==> config.mk <==
export PLATFORM = sky130hd
export DESIGN_NAME = dual_timer_cr
export DESIGN_NICKNAME = d
export VERILOG_FILES = /design/src/rtl/gpt_pkg.sv /design/src/rtl/gpt_presc.sv /design/src/rtl/gpt_sync.sv /design/src/rtl/gpt_edge.sv /design/src/rtl/dual_timer_cr.sv
export SDC_FILE = /design/constraint.sdc
export NUM_CORES = 1
export LEC_CHECK = 0
export BUFFER_PORTS_ARGS = -buffer_cell sky130_fd_sc_hd__buf_2
export CAP_MARGIN = 0
export CORE_MARGIN = 5
export CORE_UTILIZATION = 55
export DETAILED_ROUTE_END_ITERATION = 10
export GPL_ROUTABILITY_DRIVEN = 0
export PLACE_DENSITY_LB_ADDON = 0.08
export SYNTH_ARGS = -nofsm -noshare
export SYNTH_HDL_FRONTEND = slang
export SYNTH_SLANG_ARGS = --single-unit
==> constraint.sdc <==
create_clock -name clk -period 4.4 [get_ports clk]
set_input_delay 0.22 -clock clk [delete_from_list [all_inputs] [get_ports clk]]
set_output_delay 0.22 -clock clk [all_outputs]
set_load 0.005 [all_outputs]
==> src/rtl/gpt_pkg.sv <==
package gpt_pkg;
    localparam int CNT_W   = 16;
    localparam int CODE_W  = 3;
    localparam int ADDR_W  = 3;

    localparam logic [ADDR_W-1:0] A_CORE_CTL = 3'd0;
    localparam logic [ADDR_W-1:0] A_AUX_CTL  = 3'd1;
    localparam logic [ADDR_W-1:0] A_CORE_CNT = 3'd2;
    localparam logic [ADDR_W-1:0] A_AUX_CNT  = 3'd3;
    localparam logic [ADDR_W-1:0] A_CAPREL   = 3'd4;

    typedef struct packed {
        logic              reload;
        logic              pin_en;
        logic              down;
        logic              run;
        logic [CODE_W-1:0] presc;
    } core_ctl_t;

    typedef struct packed {
        logic [1:0]        src;
        logic              clr;
        logic [1:0]        edge_sel;
        logic              on_latch;
        logic              pin_en;
        logic              down;
        logic              run;
        logic [CODE_W-1:0] presc;
    } aux_ctl_t;

    localparam int CC_W = $bits(core_ctl_t);
    localparam int AC_W = $bits(aux_ctl_t);

    typedef struct packed {
        core_ctl_t        cc;
        aux_ctl_t         ac;
        logic [CNT_W-1:0] core;
        logic [CNT_W-1:0] aux;
        logic [CNT_W-1:0] cr;
        logic             latch;
        logic             wrap;
    } tmr_state_t;
endpackage

==> src/rtl/gpt_presc.sv <==
module gpt_presc #(
    parameter int NT         = 2,
    parameter int CODE_W     = 3,
    parameter int BASE_SHIFT = 2
) (
    input  logic                         clk,
    input  logic                         rst_n,
    input  logic [NT-1:0][CODE_W-1:0]    code,
    output logic [NT-1:0]                tick
);
    localparam int PW = BASE_SHIFT + (1 << CODE_W) - 1;

    logic [PW-1:0] div_d, div_q;

    always_comb begin
        div_d = div_q + PW'(1);
    end

    always_ff @(posedge clk or negedge rst_n) begin
        if (!rst_n) div_q <= '0;
        else        div_q <= div_d;
    end

    for (genvar i = 0; i < NT; i++) begin : g_tick
        logic [PW-1:0] mask;
        always_comb begin
            mask    = (PW'(1) << (int'(code[i]) + BASE_SHIFT)) - PW'(1);
            tick[i] = &(div_q | ~mask);
        end
    end
endmodule

==> src/rtl/gpt_sync.sv <==
module gpt_sync #(
    parameter int N = 2
) (
    input  logic         clk,
    input  logic         rst_n,
    input  logic [N-1:0] pin,
    output logic [N-1:0] sync
);
    logic [N-1:0] st1_q, st2_q;

    always_ff @(posedge clk or negedge rst_n) begin
        if (!rst_n) begin
            st1_q <= '0;
            st2_q <= '0;
        end else begin
            st1_q <= pin;
            st2_q <= st1_q;
        end
    end

    assign sync = st2_q;
endmodule

==> src/rtl/gpt_edge.sv <==
module gpt_edge #(
    parameter int N = 3
) (
    input  logic         clk,
    input  logic         rst_n,
    input  logic [N-1:0] pin,
    output logic [N-1:0] rise,
    output logic [N-1:0] fall
);
    logic [N-1:0] cur, prev_q;

    gpt_sync #(.N(N)) u_sync (
        .clk  (clk),
        .rst_n(rst_n),
        .pin  (pin),
        .sync (cur)
    );

    always_ff @(posedge clk or negedge rst_n) begin
        if (!rst_n) prev_q <= '0;
        else        prev_q <= cur;
    end

    assign rise = cur & ~prev_q;
    assign fall = ~cur & prev_q;
endmodule

==> src/rtl/dual_timer_cr.sv <==
module dual_timer_cr
    import gpt_pkg::*;
#(
    parameter int BASE_SHIFT = 2
) (
    input  logic              clk,
    input  logic              rst_n,
    input  logic              wr_en,
    input  logic [ADDR_W-1:0] wr_addr,
    input  logic [CNT_W-1:0]  wr_data,
    input  logic              dir_core_pin,
    input  logic              dir_aux_pin,
    input  logic              cap_pin,
    input  logic              alt_a_pin,
    input  logic              alt_b_pin,
    output logic [CNT_W-1:0]  core_cnt,
    output logic [CNT_W-1:0]  aux_cnt,
    output logic [CNT_W-1:0]  caprel,
    output logic              latch_out,
    output logic              wrap_pulse
);
    tmr_state_t s_d, s_q;

    logic [1:0][CODE_W-1:0] codes;
    logic [1:0]             tick;
    logic [1:0]             dir_sy;
    logic [2:0]             ev_rise, ev_fall;

    logic wr_cc, wr_ac, wr_core, wr_aux, wr_cr;
    logic core_down, aux_down, core_step, core_wrap, aux_step;
    logic sel_rise, sel_fall, cap_evt;
    logic chk_reload, chk_clr;

    assign codes = {s_q.ac.presc, s_q.cc.presc};

    gpt_presc #(.NT(2), .CODE_W(CODE_W), .BASE_SHIFT(BASE_SHIFT)) u_presc (
        .clk  (clk),
        .rst_n(rst_n),
        .code (codes),
        .tick (tick)
    );

    gpt_sync #(.N(2)) u_dir_sync (
        .clk  (clk),
        .rst_n(rst_n),
        .pin  ({dir_aux_pin, dir_core_pin}),
        .sync (dir_sy)
    );

    gpt_edge #(.N(3)) u_cap_edge (
        .clk  (clk),
        .rst_n(rst_n),
        .pin  ({alt_b_pin, alt_a_pin, cap_pin}),
        .rise (ev_rise),
        .fall (ev_fall)
    );

    always_comb begin
        wr_cc   = wr_en && (wr_addr == A_CORE_CTL);
        wr_ac   = wr_en && (wr_addr == A_AUX_CTL);
        wr_core = wr_en && (wr_addr == A_CORE_CNT);
        wr_aux  = wr_en && (wr_addr == A_AUX_CNT);
        wr_cr   = wr_en && (wr_addr == A_CAPREL);

        core_down = s_q.cc.down ^ (s_q.cc.pin_en & dir_sy[0]);
        aux_down  = s_q.ac.down ^ (s_q.ac.pin_en & dir_sy[1]);

        core_step = s_q.cc.run && tick[0] && !wr_core;
        core_wrap = core_step && (core_down ? (s_q.core == '0) : (&s_q.core));
        aux_step  = s_q.ac.run && (s_q.ac.on_latch ? core_wrap : tick[1]);

        unique case (s_q.ac.src)
            2'b00: begin sel_rise = ev_rise[0];             sel_fall = ev_fall[0];             end
            2'b01: begin sel_rise = ev_rise[1];             sel_fall = ev_fall[1];             end
            2'b10: begin sel_rise = ev_rise[2];             sel_fall = ev_fall[2];             end
            default: begin sel_rise = ev_rise[1] | ev_rise[2]; sel_fall = ev_fall[1] | ev_fall[2]; end
        endcase
        cap_evt = (s_q.ac.edge_sel[0] & sel_rise) | (s_q.ac.edge_sel[1] & sel_fall);
    end

    always_comb begin
        s_d      = s_q;
        s_d.wrap = 1'b0;

        if (wr_cc) s_d.cc = core_ctl_t'(wr_data[CC_W-1:0]);
        if (wr_ac) s_d.ac = aux_ctl_t'(wr_data[AC_W-1:0]);

        if (wr_core) begin
            s_d.core = wr_data;
        end else if (core_step) begin
            if (core_wrap && s_q.cc.reload) s_d.core = s_q.cr;
            else if (core_down)             s_d.core = s_q.core - CNT_W'(1);
            else                            s_d.core = s_q.core + CNT_W'(1);
        end

        if (core_wrap) begin
            s_d.latch = ~s_q.latch;
            s_d.wrap  = 1'b1;
        end

        if (wr_aux) begin
            s_d.aux = wr_data;
        end else if (cap_evt && s_q.ac.clr) begin
            s_d.aux = '0;
        end else if (aux_step) begin
            s_d.aux = aux_down ? s_q.aux - CNT_W'(1) : s_q.aux + CNT_W'(1);
        end

        if (wr_cr)        s_d.cr = wr_data;
        else if (cap_evt) s_d.cr = s_q.aux;
    end

    always_ff @(posedge clk or negedge rst_n) begin
        if (!rst_n) s_q <= '0;
        else        s_q <= s_d;
    end

    assign core_cnt   = s_q.core;
    assign aux_cnt    = s_q.aux;
    assign caprel     = s_q.cr;
    assign latch_out  = s_q.latch;
    assign wrap_pulse = s_q.wrap;
    assign chk_reload = s_q.cc.reload;
    assign chk_clr    = s_q.ac.clr;
endmodule

==> flow_summary.json <==
{
  "run_status": "finished, final reports clean",
  "antenna_found_initial": 0,
  "antennaDiodeCount": 0,
  "drv_slew": 0,
  "fin_util_pct": 61.69,
  "start_util_pct": 56.70,
  "cts.sinks": 91,
  "drc": 0,
  "min_period_ps": 3828,
  "numPortBuffers": 76,
  "synth.yosys.seq_area_share_pct": 36.57,
  "critPathMaxStageDelay_ps": 570,
  "setup_viol": 0,
  "nets": 781,
  "grt_overflow_total": 0,
  "drt_iter0_drc": 379,
  "cts_buffer_depth": 2,
  "maxCapViolCount": 0,
  "cp_max_fo": 13,
  "die_area_sq_mm": 0.01355,
  "post-place-ws_ps": 647.3,
  "fp.coreArea_sq_mm": 0.01098,
  "numCtsBuffers": 9,
  "clk_pin_slew_ps": 70,
  "ioPinCount": 77,
  "finalCritPeriodShare_pct": 87.01,
  "cts_tree": "yes",
  "min_path_type": "in2reg",
  "grt_pass1_wl_mm": 26.05,
  "required_ps": 4680,
  "postSynth.asyncResetShare_pct": 100.0,
  "first_pass_iters": 5,
  "yosys_warnings": 0,
  "powerDensity_mw_per_mm2": 716.5,
  "leakagePower_nw": 3.019,
  "postCtsSetupBuffers": 0,
  "hpwl_mm": 11.93,
  "fin_area_sq_mm": 0.006775,
  "area_growth_pct": 8.801,
  "ys.flop_type": "dfrtp_1",
  "die_h_um": 116.4,
  "grt_pass1_vias": 5065,
  "syn_area_sq_mm": 0.006227,
  "relSlewSlack_pct": 29.67,
  "worstMarginPinSlew_ps": 1055,
  "die_w_um": 116.4,
  "drive_gt1_share_pct": 18.60,
  "crit_arrival_ps": 4110,
  "root_buffer": "clkbuf_16",
  "path_cells": "inv_1 > ha_1 > nor2_1 > nand3_1 > ha_1 > nor2_1 > nor3_1 > o311ai_0 > or4_1 > buf_4 > nor3_4 > buf_4 > nand2_1 > a311o_1 > nand2_1",
  "worst-path-buf-inv": 3,
  "grt_max_degree": 47,
  "rows": 38,
  "hold_buffers": 6,
  "worstSetupPathType": "reg2reg",
  "crit_slowest_cell": "or4_1",
  "yosys_register_bits": 91,
  "hold_violations": 0,
  "syn-num-nets": 748,
  "drt-vias-per-instance": 6.027,
  "power.total_mw": 4.855,
  "h-tree-depth": 3,
  "max_freq_ghz": 0.2612,
  "timing.final.ws_setup_ps": 571.7,
  "crit_path_end_kind": "register",
  "synth_edf_count": 0,
  "worstSetupStartpointType": "register",
  "placed_area_sq_mm": 0.006424,
  "netlist_instances": 678,
  "clock_latency_ps": 340,
  "ir_drop_uv": 429.6,
  "vias": 5153,
  "final_antenna_net_count": 0,
  "cts_resized": 0,
  "fin_tns_setup_ps": 0,
  "grt_use_total_pct": 24.68,
  "rsz0062_at_grt": "no",
  "syn_area_per_cell_sq_um": 9.185,
  "wirelength_mm": 15.76,
  "finalClockSkew_ps": 6.090,
  "wire_per_inst_um": 18.43,
  "yosysUniqueCellTypes": 66,
  "crit_family": "simple AND/OR/NAND/NOR gates"
}
## logic make-up after synthesis
logic type,Yosys count,synth area share [%]
adders and majority gates,43,8.881
and+or+nand+nor,203,16.11
xor gates and xnor gates,35,4.923
AOI/OAI and AO/OA,170,18.28
muxes,35,5.947
DFF,91,36.57
buffers and inverters,101,9.283
## tightest hold or removal path, cell delays in order
cell     delay [ps]
buf_2           110
nand2_1          50
o21ai_0          60
## state kept, by name, summed over array words and instances, names as in the netlist, 3 cells and up
name and count:
u_cap_edge.u_sync.st1_q 3, aux_cnt 16, caprel 16, u_cap_edge.prev_q 3, codes 6, u_cap_edge.u_sync.sync 3, s_q 11, core_cnt 16
u_presc.div_q 9
## final cells by class
class | count | area [sq um]
fill | 949 | 4208
multi-input combinational | 486 | 3386
timing repair buffer | 95 | 540.5
sequential | 91 | 2277
inverter | 28 | 105.1
clock buffer | 10 | 229.0
tap | 140 | 175.2
clock inverter | 5 | 62.56
## power by group
group	switching, mW	internal [mW]	leakage, nW
logic	1.40	1.23	1.81
clock network	0.321	0.440	0.135
registers	0.358	1.10	1.07
total	2.08	2.77	3.02
## cells in the mapped netlist (12+ instances only)
| master | instances | share of area [%] |
|---|---|---|
| a21oi_1 | 45 | 3.6 |
| a221oi_1 | 13 | 1.8 |
| buf_4 | 48 | 5.8 |
| clkbuf_1 | 19 | 1.1 |
| dfrtp_1 | 91 | 37 |
| ha_1 | 41 | 8.2 |
| inv_1 | 28 | 1.7 |
| mux2_2 | 16 | 2.9 |
| mux2i_1 | 19 | 3.1 |
| nand2_1 | 74 | 4.5 |
| nand3_1 | 12 | 0.96 |
| nor2_1 | 38 | 2.3 |
| nor3_1 | 16 | 1.3 |
| o21ai_0 | 36 | 2.9 |
| xnor2_1 | 28 | 3.9 |
## final timing paths
check	start	end	slack (ps)	cells after the start
worst min register to register	u_cap_edge.u_sync.st1_q[1]	u_cap_edge.u_sync.sync[1]	350	0
worst min-delay path	wr_data[14]	caprel[14]	130	3
worst max-delay path	codes[2]	core_cnt[8]	570	15
min in group asynchronous	rst_n	u_presc.div_q[2]	410	2
worst max register to register	codes[2]	core_cnt[8]	570	15
max in group asynchronous	rst_n	core_cnt[15]	2940	3
## through the flow
stage               instances  hold slack [ps]
floorplan                 678           -75.59
global placement          834            262.5
detailed placement        834            263.4
CTS                       855            126.4
global route              855            156.7
finish                    855            131.5
## routing by layer
layer / up-vias / GRT usage, % / part of all wire [%]
met2: 141 / 38.67 / 46
met5: - / 0 / 0
met1: 2510 / 35.46 / 47
li1: 2474 / - / -
met3: 28 / 3.161 / 4.8
met4: 0 / 8.430 / 2.2
## cell usage in the layout, fill, tap and decap left out, drive strengths merged, types with 6 or more instances in the layout
| master | count |
|---|---|
| a311o | 7 |
| xor2 | 7 |
| mux2i | 19 |
| nor4 | 9 |
| o21ai | 37 |
| nor3 | 18 |
| nor2b | 6 |
| mux2 | 16 |
| or2 | 6 |
| a21oi | 45 |
| nand2 | 74 |
| xnor2 | 28 |
| a221oi | 13 |
| nand4 | 6 |
| a21o | 9 |
| nand3 | 12 |
| ha | 41 |
| nand3b | 6 |
| nor2 | 38 |
| dlygate4sd3 | 6 |
| a211oi | 6 |
| dfrtp | 91 |
| clkbuf | 10 |
| buf | 89 |
| inv | 29 |
| a31oi | 6 |
Power figures use the tool's default switching activity.
